[src/rtl/iss_sel_pkg.sv]
package iss_sel_pkg;
  localparam int DEF_CLASSES = 4;
  localparam int DEF_SEQ_W   = 16;
  localparam int DEF_ISSUE_W = 2;
  localparam int DEF_LAT_W   = 3;
  localparam int DEF_CNT_W   = 16;
endpackage

[src/rtl/iss_age_matrix.sv]
module iss_age_matrix #(
  parameter int NC    = 4,
  parameter int SEQ_W = 16
) (
  input  logic [NC-1:0]       vld,
  input  logic [NC*SEQ_W-1:0] seq,
  output logic [NC*NC-1:0]    older
);
  // older[c*NC+j] is set when class j holds a valid candidate older than class c's
  for (genvar c = 0; c < NC; c++) begin : g_row
    for (genvar j = 0; j < NC; j++) begin : g_col
      if (c == j) begin : g_self
        assign older[c*NC+j] = 1'b0;
      end else begin : g_pair
        assign older[c*NC+j] = vld[j] && vld[c] &&
                               (seq[j*SEQ_W +: SEQ_W] < seq[c*SEQ_W +: SEQ_W]);
      end
    end
  end
endmodule

[src/rtl/iss_unit_track.sv]
module iss_unit_track #(
  parameter int SEQ_W   = 16,
  parameter int LAT_W   = 3,
  parameter bit NO_UNIT = 1'b0
) (
  input  logic             clk,
  input  logic             rst_n,
  input  logic             grant,
  input  logic [LAT_W-1:0] lat_eff,
  input  logic             pipe,
  input  logic [SEQ_W-1:0] seq,
  output logic             free,
  output logic             cmpl_v,
  output logic [SEQ_W-1:0] cmpl_seq
);
  localparam int DEPTH = (1 << LAT_W) - 2;

  logic             slot_v  [DEPTH];
  logic [SEQ_W-1:0] slot_s  [DEPTH];
  logic             nslot_v [DEPTH];
  logic [SEQ_W-1:0] nslot_s [DEPTH];
  logic             long_op;

  assign long_op = grant && (lat_eff > LAT_W'(1));

  // Delay line: an operation of latency L enters slot L-2 and leaves from slot 0
  always_comb begin
    for (int d = 0; d < DEPTH; d++) begin
      if (d < DEPTH - 1) begin
        nslot_v[d] = slot_v[d+1];
        nslot_s[d] = slot_s[d+1];
      end else begin
        nslot_v[d] = 1'b0;
        nslot_s[d] = '0;
      end
      if (long_op && (int'(lat_eff) == d + 2)) begin
        nslot_v[d] = 1'b1;
        nslot_s[d] = seq;
      end
    end
  end

  always_ff @(posedge clk) begin
    for (int d = 0; d < DEPTH; d++) begin
      if (!rst_n) begin
        slot_v[d] <= 1'b0;
        slot_s[d] <= '0;
      end else begin
        slot_v[d] <= nslot_v[d];
        slot_s[d] <= nslot_s[d];
      end
    end
  end

  assign cmpl_v   = slot_v[0];
  assign cmpl_seq = slot_s[0];

  if (NO_UNIT) begin : g_nounit
    assign free = 1'b1;
  end else begin : g_unit
    logic held;
    always_ff @(posedge clk) begin
      if (!rst_n)               held <= 1'b0;
      else if (long_op && !pipe) held <= 1'b1;
      else if (slot_v[0])        held <= 1'b0;
    end
    assign free = !held;
  end
endmodule

[src/rtl/iss_busy_ctr.sv]
module iss_busy_ctr #(
  parameter int NC    = 4,
  parameter int CNT_W = 16
) (
  input  logic                clk,
  input  logic                rst_n,
  input  logic [NC-1:0]       hit,
  output logic [NC*CNT_W-1:0] cnt
);
  for (genvar c = 0; c < NC; c++) begin : g_ctr
    logic [CNT_W-1:0] val;
    always_ff @(posedge clk) begin
      if (!rst_n)      val <= '0;
      else if (hit[c]) val <= val + CNT_W'(1);
    end
    assign cnt[c*CNT_W +: CNT_W] = val;
  end
endmodule

[src/rtl/iss_oldest_select.sv]
module iss_oldest_select
  import iss_sel_pkg::*;
#(
  parameter int NC      = DEF_CLASSES,
  parameter int SEQ_W   = DEF_SEQ_W,
  parameter int ISSUE_W = DEF_ISSUE_W,
  parameter int LAT_W   = DEF_LAT_W,
  parameter int CNT_W   = DEF_CNT_W
) (
  input  logic                 clk,
  input  logic                 rst_n,
  input  logic                 can_issue,
  input  logic [NC-1:0]        req_valid,
  input  logic [NC*SEQ_W-1:0]  req_seq,
  input  logic [NC-1:0]        req_squash,
  output logic [NC-1:0]        req_ready,
  input  logic [NC*LAT_W-1:0]  unit_lat,
  input  logic [NC-1:0]        unit_pipe,
  output logic [NC-1:0]        exe_valid,
  output logic [NC*SEQ_W-1:0]  exe_seq,
  output logic [NC-1:0]        cmpl_valid,
  output logic [NC*SEQ_W-1:0]  cmpl_seq,
  output logic [$clog2(NC+1)-1:0] issue_count,
  output logic [NC*CNT_W-1:0]  busy_cnt
);
  localparam int CW = $clog2(NC + 1);

  logic [NC*NC-1:0] older;
  logic [NC-1:0]    unit_free, live, elig, reach, grant, discard, busy_hit;
  logic [LAT_W-1:0] lat_eff  [NC];
  logic [CW-1:0]    n_before [NC];

  iss_age_matrix #(.NC(NC), .SEQ_W(SEQ_W)) u_age (
    .vld   (req_valid),
    .seq   (req_seq),
    .older (older)
  );

  assign live = req_valid & ~req_squash;
  assign elig = live & unit_free;

  // A class is reached when fewer than ISSUE_W older classes are granted
  always_comb begin
    for (int c = 0; c < NC; c++) begin
      if (c == 0 || unit_lat[c*LAT_W +: LAT_W] == '0) lat_eff[c] = LAT_W'(1);
      else                                            lat_eff[c] = unit_lat[c*LAT_W +: LAT_W];
      n_before[c] = '0;
      for (int j = 0; j < NC; j++) begin
        if (older[c*NC+j] && elig[j]) n_before[c] = n_before[c] + CW'(1);
      end
      reach[c] = can_issue && req_valid[c] && (int'(n_before[c]) < ISSUE_W);
    end
  end

  assign grant     = reach & elig;
  assign discard   = reach & req_valid & req_squash;
  assign busy_hit  = reach & live & ~unit_free;
  assign req_ready = grant | discard;

  always_comb begin
    issue_count = '0;
    for (int c = 0; c < NC; c++) begin
      if (grant[c]) issue_count = issue_count + CW'(1);
    end
  end

  for (genvar c = 0; c < NC; c++) begin : g_cls
    iss_unit_track #(.SEQ_W(SEQ_W), .LAT_W(LAT_W), .NO_UNIT(c == 0)) u_trk (
      .clk      (clk),
      .rst_n    (rst_n),
      .grant    (grant[c]),
      .lat_eff  (lat_eff[c]),
      .pipe     (unit_pipe[c]),
      .seq      (req_seq[c*SEQ_W +: SEQ_W]),
      .free     (unit_free[c]),
      .cmpl_v   (cmpl_valid[c]),
      .cmpl_seq (cmpl_seq[c*SEQ_W +: SEQ_W])
    );
    assign exe_valid[c]               = grant[c] && (lat_eff[c] == LAT_W'(1));
    assign exe_seq[c*SEQ_W +: SEQ_W]  = req_seq[c*SEQ_W +: SEQ_W];
  end

  iss_busy_ctr #(.NC(NC), .CNT_W(CNT_W)) u_busy (
    .clk   (clk),
    .rst_n (rst_n),
    .hit   (busy_hit),
    .cnt   (busy_cnt)
  );
endmodule

[config.mk]
export PLATFORM = sky130hd
export DESIGN_NAME = iss_oldest_select
export DESIGN_NICKNAME = d
export VERILOG_FILES = /design/src/rtl/iss_sel_pkg.sv /design/src/rtl/iss_age_matrix.sv /design/src/rtl/iss_unit_track.sv /design/src/rtl/iss_busy_ctr.sv /design/src/rtl/iss_oldest_select.sv
export SDC_FILE = /design/constraint.sdc
export NUM_CORES = 1
export LEC_CHECK = 0
export ABC_AREA = 1
export BUFFER_PORTS_ARGS = -buffer_cell sky130_fd_sc_hd__buf_2
export CORE_ASPECT_RATIO = 1.5
export CORE_MARGIN = 2
export CORE_UTILIZATION = 45
export DETAILED_ROUTE_END_ITERATION = 16
export PLACE_DENSITY = 0.75
export SYNTH_ARGS = -nofsm -noshare
export SYNTH_HDL_FRONTEND = slang
export SYNTH_HIERARCHICAL = 1
export SYNTH_SLANG_ARGS = --single-unit
[constraint.sdc]
create_clock -name clk -period 4.4 [get_ports clk]
set_clock_uncertainty 0.2 [all_clocks]
set_input_delay 0.22 -clock clk [delete_from_list [all_inputs] [get_ports clk]]
set_output_delay 0.22 -clock clk [all_outputs]
set_load 0.02 [all_outputs]
# Yosys cells after proc, flatten, opt, wreduce, memory -nomap -nowiden
# Memories as Yosys holds them, arrays and structs flattened.
# Index checks and enable logic that the tools add are counted.
# totals
regBits	67
ram_bits	408
inputBits	91
out_inout_bits	207
wordCells	316
mem_count	8
# mem_list
name	depth	word_bits	read_ports	rd_clocked_by_memory_dff	wr	line_no	rtl
g_cls[0].u_trk.slot_s	6	16	6	0	6	iss_unit_track.sv:19	logic [SEQ_W-1:0] slot_s [DEPTH];
g_cls[1].u_trk.slot_s	6	16	6	0	6	iss_unit_track.sv:19	
g_cls[2].u_trk.slot_s	6	16	6	0	6	iss_unit_track.sv:19	
g_cls[3].u_trk.slot_s	6	16	6	0	6	iss_unit_track.sv:19	
g_cls[0].u_trk.slot_v	6	1	6	0	6	iss_unit_track.sv:18	logic slot_v [DEPTH];
g_cls[1].u_trk.slot_v	6	1	6	0	6	iss_unit_track.sv:18	
2 more memories	--	--	--	--	--	--	
# op_classes
addsub	15
order_cmp	19
eq_ne	21
muxes	111
bitwise	58
n_reduce_logical	77
# op_table
op	n
$mux W16	42
$lt A16 B16 Y1	12
$logic_and A1 B1 Y1	65
$add A16 B1 Y16 const B	4
$mux W1	55
$or A1 B1 Y1	48
$mux W3	14
$eq A3 B3 Y1 const B	12
$add A3 B1 Y3 const B	11
$and A4 B4 Y4	7
$eq A3 B1 Y1 const B	6
$lt A3 B2 Y1 const B	4
$eq A3 B2 Y1 const B	3
$gt A3 B1 Y1 const B	3
$logic_not A3 Y1	3
$not A4 Y4	2
$logic_not A1 Y1	6
$reduce_bool A2 Y1	3
$or A4 B4 Y4	1

# Depth between registers and ports, before layout
# logic_depth
word_depth	19
mapped_depth	34
mapped_depth_nobuf	33

# Hierarchy
# Netlist, hierarchy kept.
# modules_own_cells
module	instances	cells_each	area_per_inst_um2	seq_area_each_um2
iss_unit_track (g_cls[1].u_trk ...)	3	543	4011.3	2062.0
iss_unit_track (g_cls[0].u_trk)	1	536	3927.5	2042.0
iss_busy_ctr	1	466	3101.7	1281.2
iss_age_matrix	1	418	2586.2	0.0
iss_oldest_select	1	258	1537.7	0.0

# Worst setup path before layout
# OpenSTA, ideal clock, no wires.
# synth_path
path_kind	input -> output
startpoint	input req_seq[27]
endpoint	output issue_count[1]
t_arrival_ns	3.230
required_time_ns	3.980
slack_ns	0.750
stages	25
n_path_buf	0
path_cell_list	inv_1 -> ha_1 -> a21oi_1 -> nand2_1 -> a21oi_1 -> a21oi_1 -> nand2_1 -> inv_1 -> ha_1 -> xor2_1 -> inv_1 -> ha_1 -> nand3_1 -> nand3_1 -> a21o_1 -> inv_2 -> nand3_1 -> ha_1 -> inv_1 -> nand2_1 -> nand2_1 -> inv_1 -> ha_1 -> nand2_1 -> nand2_1
# synth_via
elab_chain_cells	18
elab_cells_between_ends	50
cone_classes	add/sub (9); order compare (10); mux (14); bitwise (1); reduce/logical (16)
# synth_rtl
item	line_no	rtl
start: declaration	iss_oldest_select.sv:14	input logic [NC*SEQ_W-1:0] req_seq,
$lt A16 B16 Y1 (*)	iss_age_matrix.sv:16	(seq[j*SEQ_W +: SEQ_W] < seq[c*SEQ_W +: SEQ_W]);
$logic_and A1 B1 Y1 (*)	iss_age_matrix.sv:15	assign older[c*NC+j] = vld[j] && vld[c] &&
named net older[1]	iss_oldest_select.sv:28	logic [NC*NC-1:0] older;
$logic_and A1 B1 Y1 (*)	iss_oldest_select.sv:49	if (older[c*NC+j] && elig[j]) n_before[c] = n_before[c] + CW'(1);
$mux W1 (*)	iss_oldest_select.sv:49	
$add A3 B1 Y3	iss_oldest_select.sv:49	
$mux W3 (*)	iss_oldest_select.sv:49	
$add A3 B1 Y3	iss_oldest_select.sv:49	
(+3 left out)	--	
$and A4 B4 Y4 (*)	iss_oldest_select.sv:55	assign grant = reach & elig;
$mux W1 (*)	iss_oldest_select.sv:63	if (grant[c]) issue_count = issue_count + CW'(1);
$add A3 B1 Y3	iss_oldest_select.sv:63	
$mux W3 (*)	iss_oldest_select.sv:63	
$add A3 B1 Y3	iss_oldest_select.sv:63	
$mux W3 (*)	iss_oldest_select.sv:63	
$add A3 B1 Y3	iss_oldest_select.sv:63	
$mux W3 (*)	iss_oldest_select.sv:63	
end: declaration	iss_oldest_select.sv:23	output logic [$clog2(NC+1)-1:0] issue_count,
# The timed path passes the listed nets; every way through them passes the cells marked *.

# Final worst setup path
# layout_path
startpoint	input req_seq[22]
endpoint	output issue_count[2]
# The elaborated chain is that of the path after synthesis.

==> metrics.md <==
| Metric | Value |
|---|---|
| Synthesized area per cell | 7.01 um2 |
| Worst hold margin | 0.0202 ns |
| Share of cells above drive strength 1 | approximately 15% |
| Largest net degree at the start of global routing | 163 |
| Pre-CTS setup slack | 0.0668 ns |
| CTS tree | built |
| H-Tree Depth | 2 |
| Die height | 282 um |
| Drt via density | 5.00 |
| Clock power frac | between 40% and 50% |
| Routability cong. | 0.897 |
| Root Driver | clkbuf_16 |
| Total grt overflow | 0 |
| Met1 GRT Util | 26.6% |
| ANT nets after route | 0 |
| Vias in the first global route | 19526 |
| Final slew viol count | 0 |
| Synth area leaders | dfxtp_1 41%, nor2_1 13%, nand2_1 10%, nand3_1 8.4%, ha_1 6.2% |
| TNS Setup | 0 ns |
| Core Rows | about 100 |
| Synth cell types | 42 |
| Initial antenna violation count | 2 |
| NetSw | around 2.3 mW |
| Core area | ~0.051 mm2 |
| Total GRT Usage | 23.5% |
| Relative slew slack | 9.04% |
| Final Cell Area | 0.0265 mm2 |
| I/O Pins | 298 |
| Status | completed |
| Static leakage | about 13 nW |
| Reg-to-reg endpoint | g_cls[2].u_trk/slot_s[2][21] |
| Cell area after synthesis | 0.0232 mm2 |
| Logic pwr share | between 10% and 20% |
| Worst r2r src | g_cls[1].u_trk/g_unit.held |
| WL/cell | 15.3 um |
| I/O Buffers | 293 |
| Worst-Margin Slew | 1.36 ns |
| Routed vias | 21000 |
| Flop pwr share | between 40% and 50% |
| # DRC | 0 |
| Power Density | 343 mW/mm2 |
| TritonCTS Buffers | 45 |
| Initial Utilization | between 40% and 50% |
| Initial DRT Pass Iterations | 5 |
| Yosys warning total | 6 |
| Final setup margin | 0.227 ns |
| # setup viols final | 0 |
| Worst-path clk slew | 0.06 ns |
| Seq/Total Area, Yosys | 41.0% |
| Area share of the largest cell type after synthesis | 41.0% |
| Final hold vios | 0 |
| CP max stage delay | 0.29 ns |
| Post-route minimum period | 4.17 ns |
| Ys async rst share | 0% |
| Overall Power | approximately 9.1 mW |
| Min-Delay Path Class | in -> reg |
| Area growth syn-to-layout | 14.5% |
| Final period utilization | ~95% |
| CP startpoint kind | input pin |
| Crit path DAT | 3.75 ns |
| Flop-to-flop setup slack | about 0.73 ns |
| Slowest stage cell, crit path | ha_1 |
| First-pass GRT wire length | 101000 um |
| Critical path class | in -> out |
| Most used cell, CP | inv_1 |
| Number of post-CTS setup repair buffers | 0 |
| CTS sink cnt | between 400 and 500 |
| Clk_lat worst skew | 0.56 ns |
| M2 GR Usage | a little over two fifths |
| Placement Cell Area | ~0.024 mm2 |
| #FFs+latches synth | 475 |
| Die X | 189 um |
| DP Wirelength | 44800 um |
| Iter 0 DRT Violations | 1276 |
| Top_reg_cell synth | dfxtp_1 |
| Internal | 6.80 mW |
| Cells on worst reg2reg path | 20 |
| Number of synthesized flops with an enable pin | 0 |
| Area leader, netlist | dfxtp_1 |
| Fillers | between 4000 and 5000 |
| Die footprint | 0.0534 mm2 |
| MaxCap Viol Count | 0 |
| Worst Path Required | ~4.0 ns |
| Max Root-Sink Buffers | 3 |
| Sw Share | ~25% |
| GR Layer Usage met3 | under 10% |
| CP max FO | 4 |
| Max Freq | 0.240 GHz |
| Worst vdd ir | around 0.3 mV |
| Final nets | about 3700 |
| Worst Setup EP | issue_count[2] |
| Busiest grt layer | met2 |
| Post-Route WL | 64200 um |
| Synth Instances | 3307 |
| CP startpoint | req_seq[22] |
| Crit. End Element | output pin |
==> repair_timing <==
item                                    in CTS  in global routing
gates resized for setup                      0                 40
endpoints found under the setup margin       0                  2
hold buffers                                58                  0
endpoints found under the hold margin      193                  0
==> routing by layer <==
layer	share of wire [%]	vias to the layer above
met5	0	-
met4	6.0	0
met3	5.3	163
met2	50	666
met1	39	9580
li1	-	10591
==> cells in the final DEF, fill, tap and decap left out, drive strengths merged, types with 9 or more instances in the layout <==
cell,netlist,final
a21oi,149,149
buf,266,346
clkbuf,13,75
conb,4,18
dfxtp,475,475
dlygate4sd3,0,58
ha,115,115
inv,290,292
nand2,631,631
nand3,394,394
nand4,22,22
nor2,861,861
nor3,12,12
o21ai,22,22
o21bai,14,14
xor2,9,9
==> synthesized netlist by cell type (2+ instances only) <==
master	number
a211oi_1	4
a21o_1	6
a21oi_1	149
and2_1	3
buf_1	33
buf_2	47
buf_4	180
buf_6	6
clkbuf_1	13
conb_1	4
dfxtp_1	475
ha_1	115
inv_1	273
inv_2	17
nand2_1	617
nand2_2	13
nand3_1	388
nand3_2	6
nand4_1	21
nor2_1	832
nor2_2	11
nor2_4	17
nor3_1	7
nor3_2	3
nor3_4	2
o21a_1	3
o21ai_0	21
o21bai_1	14
or2_2	4
xnor2_1	3
xor2_1	9
==> cells by family (layout without fill, tap and decap cells) <==
family / after synthesis / after routing / share of synthesized area [%]
AO/OA/AOI/OAI: 201 / 201 / 4.66
XOR/XNOR: 12 / 12 / 0.453
flip-flops: 475 / 475 / 41.0
adder cells (fa/ha/maj): 115 / 115 / 6.21
buffers and inverters: 570 / 782 / 12.6
AND/OR/NAND/NOR: 1930 / 1930 / 35.0
other: 4 / 20 / 0.0647
==> power groups by stage <==
stage	sequential (mW)	clock [mW]	combinational, mW
2_1_floorplan	4.42	0	0.606
3_3_place_gp	4.42	0	0.840
3_5_place_dp	4.42	0	0.851
4_1_cts	4.32	3.92	0.894
5_1_grt	4.32	4.09	1.03
6_report	4.32	3.85	0.925
==> state kept, by name, summed over array words and instances, names as in the netlist <==
register                 count
u_busy/g_ctr.val            64
g_cls.u_trk/slot_s         384
g_cls.u_trk/slot_v          24
g_cls.u_trk/g_unit.held      3
==> metrics by stage <==
step	utilization, %	instances
after floorplan	-	3321
after global placement	47.9	4064
after detailed placement	47.9	4064
after CTS	51.9	4202
after global routing	52.2	4204
final	52.2	4204
==> worst min-delay path by stage <==
stage | startpoint | endpoint | slack [ns] | depth (start not counted)
2_1_floorplan | unit_pipe[1] | g_cls[1].u_trk/g_unit.held | 0.20 | 3
3_3_place_gp | g_cls[1].u_trk/slot_v[1][1] | g_cls[1].u_trk/slot_v[1][0] | 0.22 | 2
3_5_place_dp | g_cls[0].u_trk/slot_v[1][0] | g_cls[0].u_trk/slot_v[0][1] | 0.23 | 2
4_1_cts | unit_lat[8] | g_cls[2].u_trk/slot_s[2][26] | 0.004 | 6
5_1_grt | unit_lat[8] | g_cls[2].u_trk/slot_s[2][20] | 0.05 | 6
6_report | unit_lat[8] | g_cls[2].u_trk/slot_s[2][30] | 0.02 | 6
==> worst max-delay path, delay by kind of cell <==
family | cells | cell delay, ns
compound gates | 3 | 0.42
xor+xnor | 1 | 0.15
fa+ha+maj | 5 | 1.31
buf+inv | 8 | 0.61
simple gates | 12 | 1.05
==> cell type report <==
type / count / area, um2 / share of cell area [%]
multi-input cells: 2276 / 11000 / 41.3
diodes: 2 / 5.00 / 0.0189
clock buffers: 68 / 1360 / 5.11
clock inverters: 12 / 100 / 0.377
inverters: 291 / 1090 / 4.12
repair buffers: 411 / 2690 / 10.1
well taps: 669 / 837 / 3.15
flip-flops and latches: 475 / 9510 / 35.8
Power figures use the tool's default switching activity.
